`config.mk`:
```
export PLATFORM = sky130hd
export DESIGN_NAME = uart_regblk
export DESIGN_NICKNAME = d
export VERILOG_FILES = /design/src/rtl/uart_regblk_pkg.sv /design/src/rtl/uart_apb_decode.sv /design/src/rtl/uart_tx_hold.sv /design/src/rtl/uart_rx_hold.sv /design/src/rtl/uart_irq_ctrl.sv /design/src/rtl/uart_regblk.sv
export SDC_FILE = /design/constraint.sdc
export NUM_CORES = 1
export LEC_CHECK = 0
export BUFFER_PORTS_ARGS = -buffer_cell sky130_fd_sc_hd__buf_2
export CAP_MARGIN = 20
export CELL_PAD_IN_SITES_DETAIL_PLACEMENT = 1
export CELL_PAD_IN_SITES_GLOBAL_PLACEMENT = 1
export CORE_ASPECT_RATIO = 1.75
export CORE_MARGIN = 2
export CORE_UTILIZATION = 35
export CTS_CLUSTER_SIZE = 20
export DETAILED_ROUTE_END_ITERATION = 12
export PLACE_DENSITY = 0.78
export SYNTH_ARGS = -nofsm -noshare
export SYNTH_HDL_FRONTEND = slang
export SYNTH_SLANG_ARGS = --single-unit
```
`constraint.sdc`:
```
create_clock -name clk -period 4.3 [get_ports clk]
set_clock_uncertainty 0.2 [all_clocks]
set_input_delay 0.86 -clock clk [delete_from_list [all_inputs] [get_ports clk]]
set_output_delay 0.86 -clock clk [all_outputs]
set_load 0.03 [all_outputs]
```
`src/rtl/uart_regblk_pkg.sv`:
```
package uart_regblk_pkg;

  localparam int BYTE_W = 8;
  localparam int BUS_W  = 32;
  localparam int ADR_W  = 12;

  localparam logic [ADR_W-1:0] OFS_DATA  = 12'h000;
  localparam logic [ADR_W-1:0] OFS_STAT  = 12'h004;
  localparam logic [ADR_W-1:0] OFS_CTRL  = 12'h008;
  localparam logic [ADR_W-1:0] OFS_ISR   = 12'h00C;
  localparam logic [ADR_W-1:0] OFS_DIV   = 12'h010;
  localparam logic [ADR_W-1:0] OFS_ID_LO = 12'hFD0;

  typedef enum logic [2:0] {
    SEL_NONE,
    SEL_DATA,
    SEL_STAT,
    SEL_CTRL,
    SEL_ISR,
    SEL_DIV,
    SEL_ID
  } reg_sel_e;

  // Map a byte address to the register it selects.
  function automatic reg_sel_e decode_ofs(input logic [ADR_W-1:0] a);
    if (a[1:0] != 2'b00) return SEL_NONE;
    if (a >= OFS_ID_LO) return SEL_ID;
    case (a)
      OFS_DATA: return SEL_DATA;
      OFS_STAT: return SEL_STAT;
      OFS_CTRL: return SEL_CTRL;
      OFS_ISR:  return SEL_ISR;
      OFS_DIV:  return SEL_DIV;
      default:  return SEL_NONE;
    endcase
  endfunction

  // A divisor is usable once it reaches the lower bound.
  function automatic logic divisor_usable(input logic [31:0] d, input logic [31:0] lo);
    return d >= lo;
  endfunction

  // Pick byte ((a - base) / 4) out of the identification table.
  function automatic logic [BYTE_W-1:0] id_byte(input logic [95:0] tbl,
                                                input logic [ADR_W-1:0] a);
    logic [95:0] s;
    s = tbl >> (8 * ((a - OFS_ID_LO) >> 2));
    return s[BYTE_W-1:0];
  endfunction

endpackage

```
`src/rtl/uart_apb_decode.sv`:
```
module uart_apb_decode
  import uart_regblk_pkg::*;
(
  input  logic             psel,
  input  logic             penable,
  input  logic             pwrite,
  input  logic [ADR_W-1:0] paddr,
  output reg_sel_e         sel,
  output logic             wr_data,
  output logic             wr_stat,
  output logic             wr_ctrl,
  output logic             wr_isr,
  output logic             wr_div,
  output logic             rd_data
);

  logic acc;

  assign sel = psel ? decode_ofs(paddr) : SEL_NONE;
  assign acc = psel & penable;

  assign wr_data = acc &  pwrite & (sel == SEL_DATA);
  assign wr_stat = acc &  pwrite & (sel == SEL_STAT);
  assign wr_ctrl = acc &  pwrite & (sel == SEL_CTRL);
  assign wr_isr  = acc &  pwrite & (sel == SEL_ISR);
  assign wr_div  = acc &  pwrite & (sel == SEL_DIV);
  assign rd_data = acc & ~pwrite & (sel == SEL_DATA);

endmodule

```
`src/rtl/uart_tx_hold.sv`:
```
module uart_tx_hold #(
  parameter int BW = 8
) (
  input  logic          clk,
  input  logic          rst_n,
  input  logic          load,
  input  logic [BW-1:0] load_byte,
  input  logic          go_ok,
  input  logic          ovr_clr,
  input  logic          tx_done,
  output logic [BW-1:0] tx_byte,
  output logic          tx_start,
  output logic          full,
  output logic          ovr,
  output logic          done_ok
);

  logic [BW-1:0] buf_q;
  logic          full_q, ovr_q, busy_q;
  logic          full_eff;

  // Completion is honoured only for a transfer actually in flight.
  assign done_ok  = tx_done & busy_q;
  // A completion in the same cycle frees the buffer for the new write.
  assign full_eff = full_q & ~done_ok;
  assign tx_start = full_q & go_ok & ~busy_q;

  always_ff @(posedge clk or negedge rst_n) begin
    if (!rst_n) begin
      buf_q  <= '0;
      full_q <= 1'b0;
      ovr_q  <= 1'b0;
      busy_q <= 1'b0;
    end else begin
      if (load) buf_q <= load_byte;

      if (load)         full_q <= 1'b1;
      else if (done_ok) full_q <= 1'b0;

      if (load && full_eff) ovr_q <= 1'b1;
      else if (ovr_clr)     ovr_q <= 1'b0;

      if (done_ok)       busy_q <= 1'b0;
      else if (tx_start) busy_q <= 1'b1;
    end
  end

  assign tx_byte = buf_q;
  assign full    = full_q;
  assign ovr     = ovr_q;

endmodule

```
`src/rtl/uart_rx_hold.sv`:
```
module uart_rx_hold #(
  parameter int BW = 8
) (
  input  logic          clk,
  input  logic          rst_n,
  input  logic          rx_en,
  input  logic          rx_strobe,
  input  logic [BW-1:0] rx_byte,
  input  logic          pop,
  input  logic          ovr_clr,
  output logic [BW-1:0] rx_buf,
  output logic          full,
  output logic          ovr,
  output logic          take
);

  logic [BW-1:0] buf_q;
  logic          full_q, ovr_q;

  assign take = rx_strobe & rx_en;

  always_ff @(posedge clk or negedge rst_n) begin
    if (!rst_n) begin
      buf_q  <= '0;
      full_q <= 1'b0;
      ovr_q  <= 1'b0;
    end else begin
      if (take) buf_q <= rx_byte;

      if (take)     full_q <= 1'b1;
      else if (pop) full_q <= 1'b0;

      // A byte read out in this same cycle is not lost.
      if (take && full_q && !pop) ovr_q <= 1'b1;
      else if (ovr_clr)           ovr_q <= 1'b0;
    end
  end

  assign rx_buf = buf_q;
  assign full   = full_q;
  assign ovr    = ovr_q;

endmodule

```
`src/rtl/uart_irq_ctrl.sv`:
```
module uart_irq_ctrl #(
  parameter int NLAT = 2
) (
  input  logic            clk,
  input  logic            rst_n,
  input  logic [NLAT-1:0] lat_set,
  input  logic [NLAT-1:0] lat_clr,
  input  logic            tx_ovr,
  input  logic            rx_ovr,
  input  logic            txo_ie,
  input  logic            rxo_ie,
  output logic [3:0]      isr,
  output logic            irq_tx,
  output logic            irq_rx,
  output logic            irq_txo,
  output logic            irq_rxo,
  output logic            irq_any
);

  logic [NLAT-1:0] lat_q;

  // Latched bits: a hardware set beats a same-cycle software clear.
  for (genvar g = 0; g < NLAT; g++) begin : g_lat
    always_ff @(posedge clk or negedge rst_n) begin
      if (!rst_n)          lat_q[g] <= 1'b0;
      else if (lat_set[g]) lat_q[g] <= 1'b1;
      else if (lat_clr[g]) lat_q[g] <= 1'b0;
    end
  end

  // Overrun bits are live, not stored.
  assign isr = {rx_ovr & rxo_ie, tx_ovr & txo_ie, lat_q[1], lat_q[0]};

  assign irq_tx  = isr[0];
  assign irq_rx  = isr[1];
  assign irq_txo = isr[2];
  assign irq_rxo = isr[3];
  assign irq_any = |isr;

endmodule

```
`src/rtl/uart_regblk.sv`:
```
module uart_regblk
  import uart_regblk_pkg::*;
#(
  parameter int          DIV_W    = 20,
  parameter int          MIN_DIV  = 16,
  parameter logic [95:0] ID_BYTES = 96'h5A_A5_3C_C3_00_2E_71_19_00_00_00_07
) (
  input  logic              clk,
  input  logic              rst_n,
  input  logic              psel,
  input  logic              penable,
  input  logic              pwrite,
  input  logic [ADR_W-1:0]  paddr,
  input  logic [BUS_W-1:0]  pwdata,
  output logic [BUS_W-1:0]  prdata,
  output logic              pready,
  output logic              pslverr,
  output logic [BYTE_W-1:0] tx_byte,
  output logic              tx_start,
  input  logic              tx_done,
  input  logic [BYTE_W-1:0] rx_byte,
  input  logic              rx_strobe,
  output logic [DIV_W-1:0]  baud_div,
  output logic              baud_ok,
  output logic              irq_tx,
  output logic              irq_rx,
  output logic              irq_txo,
  output logic              irq_rxo,
  output logic              irq_any
);

  localparam int CTRL_W = 7;

  reg_sel_e          sel;
  logic              data_wr, stat_wr, ctrl_wr, isr_wr, div_wr, data_rd;
  logic [CTRL_W-1:0] ctrl_q;
  logic [DIV_W-1:0]  div_q;
  logic              tx_full_w, tx_ovr_w, tx_done_ok;
  logic              rx_full_w, rx_ovr_w, rx_take;
  logic [BYTE_W-1:0] rx_buf_w;
  logic [3:0]        isr_w;
  logic              txo_clr, rxo_clr;
  logic [1:0]        lat_set, lat_clr;
  wire               pwdata_unused = ^pwdata[BUS_W-1:DIV_W];

  uart_apb_decode u_dec (
    .psel    (psel),
    .penable (penable),
    .pwrite  (pwrite),
    .paddr   (paddr),
    .sel     (sel),
    .wr_data (data_wr),
    .wr_stat (stat_wr),
    .wr_ctrl (ctrl_wr),
    .wr_isr  (isr_wr),
    .wr_div  (div_wr),
    .rd_data (data_rd)
  );

  always_ff @(posedge clk or negedge rst_n) begin
    if (!rst_n) begin
      ctrl_q <= '0;
      div_q  <= '0;
    end else begin
      if (ctrl_wr) ctrl_q <= pwdata[CTRL_W-1:0];
      if (div_wr)  div_q  <= pwdata[DIV_W-1:0];
    end
  end

  assign baud_div = div_q;
  assign baud_ok  = divisor_usable(32'(div_q), 32'(MIN_DIV));

  // Overrun flags clear from either STATE or INTSTATUS (bits 2 and 3).
  assign txo_clr = (stat_wr | isr_wr) & pwdata[2];
  assign rxo_clr = (stat_wr | isr_wr) & pwdata[3];

  uart_tx_hold #(.BW(BYTE_W)) u_tx (
    .clk       (clk),
    .rst_n     (rst_n),
    .load      (data_wr),
    .load_byte (pwdata[BYTE_W-1:0]),
    .go_ok     (ctrl_q[0] & baud_ok),
    .ovr_clr   (txo_clr),
    .tx_done   (tx_done),
    .tx_byte   (tx_byte),
    .tx_start  (tx_start),
    .full      (tx_full_w),
    .ovr       (tx_ovr_w),
    .done_ok   (tx_done_ok)
  );

  uart_rx_hold #(.BW(BYTE_W)) u_rx (
    .clk       (clk),
    .rst_n     (rst_n),
    .rx_en     (ctrl_q[1]),
    .rx_strobe (rx_strobe),
    .rx_byte   (rx_byte),
    .pop       (data_rd),
    .ovr_clr   (rxo_clr),
    .rx_buf    (rx_buf_w),
    .full      (rx_full_w),
    .ovr       (rx_ovr_w),
    .take      (rx_take)
  );

  assign lat_set = {rx_take & ctrl_q[3], tx_done_ok & ctrl_q[2]};
  assign lat_clr = {isr_wr & pwdata[1], isr_wr & pwdata[0]};

  uart_irq_ctrl #(.NLAT(2)) u_irq (
    .clk     (clk),
    .rst_n   (rst_n),
    .lat_set (lat_set),
    .lat_clr (lat_clr),
    .tx_ovr  (tx_ovr_w),
    .rx_ovr  (rx_ovr_w),
    .txo_ie  (ctrl_q[4]),
    .rxo_ie  (ctrl_q[5]),
    .isr     (isr_w),
    .irq_tx  (irq_tx),
    .irq_rx  (irq_rx),
    .irq_txo (irq_txo),
    .irq_rxo (irq_rxo),
    .irq_any (irq_any)
  );

  always_comb begin
    prdata = '0;
    case (sel)
      SEL_DATA: prdata = BUS_W'(rx_buf_w);
      SEL_STAT: prdata = BUS_W'({rx_ovr_w, tx_ovr_w, rx_full_w, tx_full_w});
      SEL_CTRL: prdata = BUS_W'(ctrl_q);
      SEL_ISR:  prdata = BUS_W'(isr_w);
      SEL_DIV:  prdata = BUS_W'(div_q);
      SEL_ID:   prdata = BUS_W'(id_byte(ID_BYTES, paddr));
      default:  prdata = '0;
    endcase
  end

  assign pready  = 1'b1;
  assign pslverr = 1'b0;

endmodule

```
==> results.json, run 1 <==
{
  "path_class": "primary input to primary output",
  "arrival_ps": 2800,
  "coreArea_um2": 7910,
  "min_period_ps": 3860,
  "stdcell_area_um2": 3560,
  "rrSetupSlack_ps": 2670,
  "antenna_cells": 0,
  "cts_max_path_buffers": 2,
  "synth_edf_count": 0,
  "vias": 2445,
  "num-fill-cells": 920,
  "overflow": 0,
  "vias_per_cell": 5.34,
  "status": "completed",
  "grt_max_degree": 44,
  "ys_top_cells_by_area": "dfrtp_1 44%, mux2_2 17%, buf_4 4.2%",
  "cts_root_buf": "clkbuf_16",
  "htreeDepth": 2,
  "grt_antenna_before_repair": 0,
  "synth_top_cell_by_area": "dfrtp_1",
  "powerDensity_nw_per_um2": 270,
  "crit_path_start_kind": "primary input",
  "synthArstFlopShare_pct": 100,
  "crit_chain": "buf_2, buf_4, ha_1, a311oi_1, o22ai_2, mux2_2, a221o_1, buf_2",
  "track_usage_pct": 19.5,
  "grt_pass1_wl_um": 12900,
  "path_clk_slew_ps": 60,
  "finalCritPeriodShare_pct": 89.7,
  "final_cell_mix": "101 x buf_2, 50 x dfrtp_1, 43 x mux2_2, 23 x nand2_1",
  "numCtsBuffers": 5,
  "hold_violations": 0,
  "leakage_nw": 1.93,
  "ys.flop_type": "dfrtp_1",
  "dpl_cell_area_um2": 3410,
  "yosys_warnings": 0,
  "die-height_um": 123,
  "grt_pass1_vias": 2568,
  "setup_viol": 0,
  "drc_errors": 0,
  "cpMostUsedCell": "buf_2",
  "reg2regPathDepth": 4,
  "rsz0062_at_grt": "false",
  "firstDrtPassIters": 4,
  "ant_nets": 0,
  "critical_path_buf_inv_count": 3,
  "syn_inst": 260,
  "synth_area_um2": 2830,
  "cts_resized": 0,
  "ir_drop_uv": 338,
  "clock_latency_ps": 290,
  "syn_to_final_growth_pct": 25.6,
  "wl_per_cell_um": 18.3,
  "path_max_fanout": 9,
  "die_area_um2": 8860,
  "worstMarginPinSlew_ps": 638,
  "synth-seq-area-share_pct": 44.2,
  "port_buffers": 101,
  "critPathMaxStageDelay_ps": 370,
  "drt_iter0_markers": 95,
  "holdBufCountCts": 0,
  "placementRows": 43,
  "die_w_um": 72.0,
  "drive_gt1_share_pct": 46.5,
  "initial_core_util_pct": 35.8,
  "holdCritPathClass": "primary input to asynchronous set/reset pin",
  "end_kind": "primary output",
  "num_io_pins": 128,
  "synth.avg_cell_area_um2": 10.9,
  "crit_required_ps": 3240,
  "place_congestion": 0.903,
  "path_depth": 8,
  "max_freq_mhz": 259,
  "slew_viol_final": 0,
  "layout_commonest_cell": "buf_2",
  "ys_ff_latch": 50,
  "setup_tns_ps": 0,
  "max_slew_margin_pct": 56.4,
  "final_net_count": 428,
  "cts_setup_buffers": 0,
  "cts_tree": "built",
  "cts.sinks": 50,
  "drt-total-wl_um": 8380,
  "max_cap_viol_count": 0,
  "critPathTopFamily": "compound AO/OA/AOI/OAI gates",
  "yosysTopAreaCellShare_pct": 44.2,
  "synth_cell_types": 51,
  "hpwl_um": 6920,
  "cp_slowest_cell": "a311oi_1"
}
state kept, by name (all words and copies together), names as in the netlist:
name and count:
u_irq.irq_tx 1, ctrl_q 7, u_tx.busy_q 1, u_irq.irq_rx 1, u_tx.tx_byte 8, u_rx.full 1
u_tx.ovr 1, baud_div 20, u_rx.ovr 1, u_rx.rx_buf 8, u_tx.full 1
metrics by stage:
stage	hold slack [ps]	cells	worst slack, ps	total power, W	utilization (%)
2_1_floorplan	275	272	240	0.000534	-
3_3_place_gp	286	450	491	0.000571	43.1
3_5_place_dp	290	450	451	0.000572	43.1
4_1_cts	197	458	444	0.000971	45.0
5_1_grt	200	458	280	0.00100	45.0
6_report	198	458	443	0.000960	45.0
area by class of cell:
class / count / area [um^2] / share of cell area, %
Clock buffer: 6 / 139 / 3.90
Clock inverter: 2 / 12.5 / 0.352
Inverter: 13 / 48.8 / 1.37
Multi-Input combinational cell: 187 / 1420 / 39.9
Sequential cell: 50 / 1250 / 35.2
Tap cell: 90 / 113 / 3.16
Timing Repair Buffer: 110 / 573 / 16.1
worst register-to-register path, cell delays in order, from the launching register on:
cell,delay (ps)
dfrtp_1,410
nor4_1,330
and4_1,330
nor3_1,90
a21o_1,160
kinds of logic after synthesis:
| kind of cell | count (synthesis) | share of synthesized area (%) |
|---|---|---|
| xor+xnor | 1 | 0.309 |
| flops | 50 | 44.2 |
| simple gates | 81 | 16.9 |
| other cells | 2 | 0.265 |
| mux | 48 | 18.9 |
| fa+ha+maj | 2 | 0.883 |
| buf+inv | 35 | 7.28 |
| compound gates | 41 | 11.3 |
final timing paths:
path | from | to
worst max-delay path | paddr[4] | prdata[1]
worst min-delay path | rst_n | u_tx.tx_byte[2]
worst max register to register | baud_div[16] | u_tx.busy_q
worst min register to register | u_tx.tx_byte[5] | u_tx.tx_byte[5]
max in group asynchronous | rst_n | baud_div[11]
min in group clk | u_tx.tx_byte[5] | u_tx.tx_byte[5]
synthesized netlist by cell type, types with 2 or more instances:
library cell and n:
o2111ai_1 2, nor3_1 4, a21oi_1 3, or4_1 2, o221ai_1 4, a22oi_1 4
mux2i_1 4, nand2b_1 3, buf_6 2, a32o_1 2, and3_1 5, and2_1 14
clkbuf_1 4, nor2b_1 3, inv_1 13, and4_1 2, conb_1 2, dfrtp_1 50
o21ai_0 5, a32oi_1 2, mux2_2 43, ha_1 2, a31oi_1 2, a21o_1 2
o32ai_1 2, a31o_2 2, nor4_1 5, nand2_1 23, nand3_1 6, nor2_1 7
buf_4 16
layer usage:
layer	vias to the layer above	global-route usage [%]	part of all wire, %
li1	1133	-	-
met1	1209	18.9	32
met2	82	38.0	60
met3	21	3.02	4.1
met4	0	11.0	4.2
met5	-	0	0
power breakdown:
| group | leakage, nW | switching (W) | internal, W |
|---|---|---|---|
| clock network | 0.0729 | 0.000166 | 0.000230 |
| registers | 0.683 | 0.000000299 | 0.000471 |
| logic | 1.17 | 0.0000625 | 0.0000295 |
| total | 1.93 | 0.000229 | 0.000731 |
(Power assumes the default switching activity.)
==> run 2, diff against run 1 <==
- ABC_AREA: not set -> 1
- CORE_UTILIZATION: 35 -> 34
- PLACE_DENSITY: 0.78 -> 0.79
==> run 2 against run 1 <==
Effect of this change:
- critical path depth up 6
- global-route usage increased by 0.61 points
- combinational power hardly changed
- first-iteration DRC count is 28% lower
- clock-buffer cell count did not move
- die area up 12%
- clock power about the same
- register-to-register slack about the same
- total power decreased by 0.13%
- flip-flop and latch count unchanged
- critical endpoint is now prdata[5]
- largest cell class unchanged
- largest power group unchanged
==> results.json, run 2 <==
{
  "wl_per_cell_um": 15.1,
  "syn_inst": 422,
  "leakage_nw": 2.18,
  "ys.flop_type": "dfrtp_1",
  "cts_tree": "built",
  "overflow": 0,
  "arrival_ps": 2870,
  "critical_path_buf_inv_count": 4,
  "largest_register_ffs": 20,
  "cts.sinks": 50,
  "grt_pass1_wl_um": 15800,
  "drt_iter0_markers": 68,
  "holdBufCountCts": 0,
  "dp_cells": 634,
  "synth_edf_count": 0,
  "antenna_cells": 0,
  "rsz0062_at_grt": "false",
  "port_buffers": 101,
  "multi_input_area_um2": 1510,
  "cp_slowest_cell": "ha_1",
  "vias": 3061,
  "path_max_fanout": 15,
  "htreeDepth": 2,
  "grt_max_degree": 35,
  "ant_nets": 0,
  "yosys_warnings": 0,
  "drive_gt1_share_pct": 28.5,
  "setup_tns_ps": 0,
  "cts_root_buf": "clkbuf_16",
  "die_area_um2": 9930,
  "synth.most_common_cell": "nand2_1",
  "vias_per_cell": 4.78,
  "setup_viol": 0,
  "synth_cell_types": 32,
  "stdcell_count": 640,
  "crit_required_ps": 3240,
  "drc_errors": 0,
  "holdCritPathClass": "primary input to asynchronous set/reset pin",
  "max_cap_viol_count": 0,
  "hold_violations": 0,
  "ys_ff_latch": 50,
  "placementRows": 46,
  "num_io_pins": 128,
  "path_class": "primary input to primary output",
  "register_area_um2": 1250,
  "finalCritPeriodShare_pct": 91.4,
  "yosysTopAreaCellShare_pct": 40.3,
  "crit_chain": "buf_2, inv_1, ha_1, nand2_1, nor2_4, nand2_1, nand3_2, nand2_4, nor2_8, nand2_4, inv_6, nand2_1, nand4_1, buf_2",
  "status": "completed",
  "final_cell_mix": "132 x nand2_1, 101 x buf_2, 51 x inv_1, 50 x dfrtp_1, 41 x nor2_1",
  "worst_slack_ps": 370,
  "critPathTopFamily": "simple AND/OR/NAND/NOR gates",
  "numCtsBuffers": 5,
  "cts_setup_buffers": 0,
  "hpwl_um": 7810,
  "layout_commonest_cell": "nand2_1",
  "synth-seq-area-share_pct": 40.3,
  "drt-total-wl_um": 9660,
  "die_w_um": 76.2,
  "max_freq_mhz": 254,
  "slew_viol_final": 0,
  "crit_path_start_kind": "primary input",
  "track_usage_pct": 20.1,
  "num-fill-cells": 1188,
  "dp_slack_ps": 346,
  "cts_max_path_buffers": 2,
  "place_congestion": 0.870,
  "final_net_count": 582,
  "critPathMaxStageDelay_ps": 240,
  "p_total_w": 0.000959,
  "syn_to_final_growth_pct": 22.5,
  "ys_top_cells_by_area": "dfrtp_1 40%, nand2_1 16%, inv_1 6.2%",
  "coreArea_um2": 8980,
  "clock_latency_ps": 300,
  "grt_antenna_before_repair": 0,
  "die-height_um": 130,
  "cpMostUsedCell": "nand2_1",
  "grt_pass1_vias": 3273,
  "synthArstFlopShare_pct": 100,
  "firstDrtPassIters": 4,
  "synth_top_cell_by_area": "dfrtp_1",
  "end_kind": "primary output",
  "min_period_ps": 3930,
  "synth_area_um2": 3100,
  "initial_core_util_pct": 34.5,
  "ir_drop_uv": 230,
  "synth.avg_cell_area_um2": 7.35,
  "powerDensity_nw_per_um2": 252,
  "cts_resized": 0,
  "yosys-top-cells-count": "132 x nand2_1, 51 x inv_1, 50 x dfrtp_1, 41 x nor2_1, 37 x nand3_1",
  "path_clk_slew_ps": 60
}
[run 2: layer usage]
metal  vias up  GRT usage, %  wire length (um)
li1       1497             -                 -
met4         0          10.1               306
met1      1455          20.3              3510
met2        91          39.4              5430
met3        18          3.60               412
met5         -             0                 0
[run 2: cell type report]
cell class                 instances  share of cell area, %
clock buffer                       6                   3.66
multi-input combinational        307                   39.8
timing repair buffer             103                   14.0
sequential                        50                   32.9
inverter                          54                   5.60
tap                              120                   3.95
[run 2: through the flow]
step	hold slack (ps)	cell area, um^2	utilization, %
2_1_floorplan	249	3150	-
3_3_place_gp	263	3640	40.5
3_5_place_dp	277	3660	40.8
4_1_cts	291	3800	42.3
5_1_grt	301	3800	42.3
6_report	286	3800	42.3
[run 2: worst register-to-register path, delay by kind of cell (launching register included)]
family | cells | cell delay [ps]
AO/OA/AOI/OAI | 1 | 90
AND/OR/NAND/NOR | 3 | 810
flip-flops | 1 | 410
[run 2: cell families (layout without fill, tap and decap cells)]
logic type	Yosys count	in the layout	synth area share (%)
buf+inv	77	163	12.3
flops	50	50	40.3
simple gates	247	247	36.9
other cells	2	14	0.242
fa+ha+maj	2	2	0.807
compound gates	43	43	9.12
xor+xnor	1	1	0.282
[run 2: where the power goes]
group,internal [W],total [W],switching (W)
registers,0.000471,0.000472,0.000000787
logic,0.0000268,0.0000922,0.0000654
clock network,0.000225,0.000394,0.000169
total,0.000723,0.000959,0.000235
[run 2: final timing paths]
check | start | endpoint | slack (ps) | depth (start not counted)
setup / recovery | paddr[4] | prdata[5] | 370 | 14
hold / removal | rst_n | u_tx.tx_byte[3] | 290 | 1
setup reg to reg | baud_div[16] | u_tx.busy_q | 2680 | 4
hold reg to reg | u_tx.tx_byte[4] | u_tx.tx_byte[4] | 290 | 2
max in group asynchronous | rst_n | baud_div[16] | 3070 | 2
min in group clk | u_tx.tx_byte[4] | u_tx.tx_byte[4] | 290 | 2
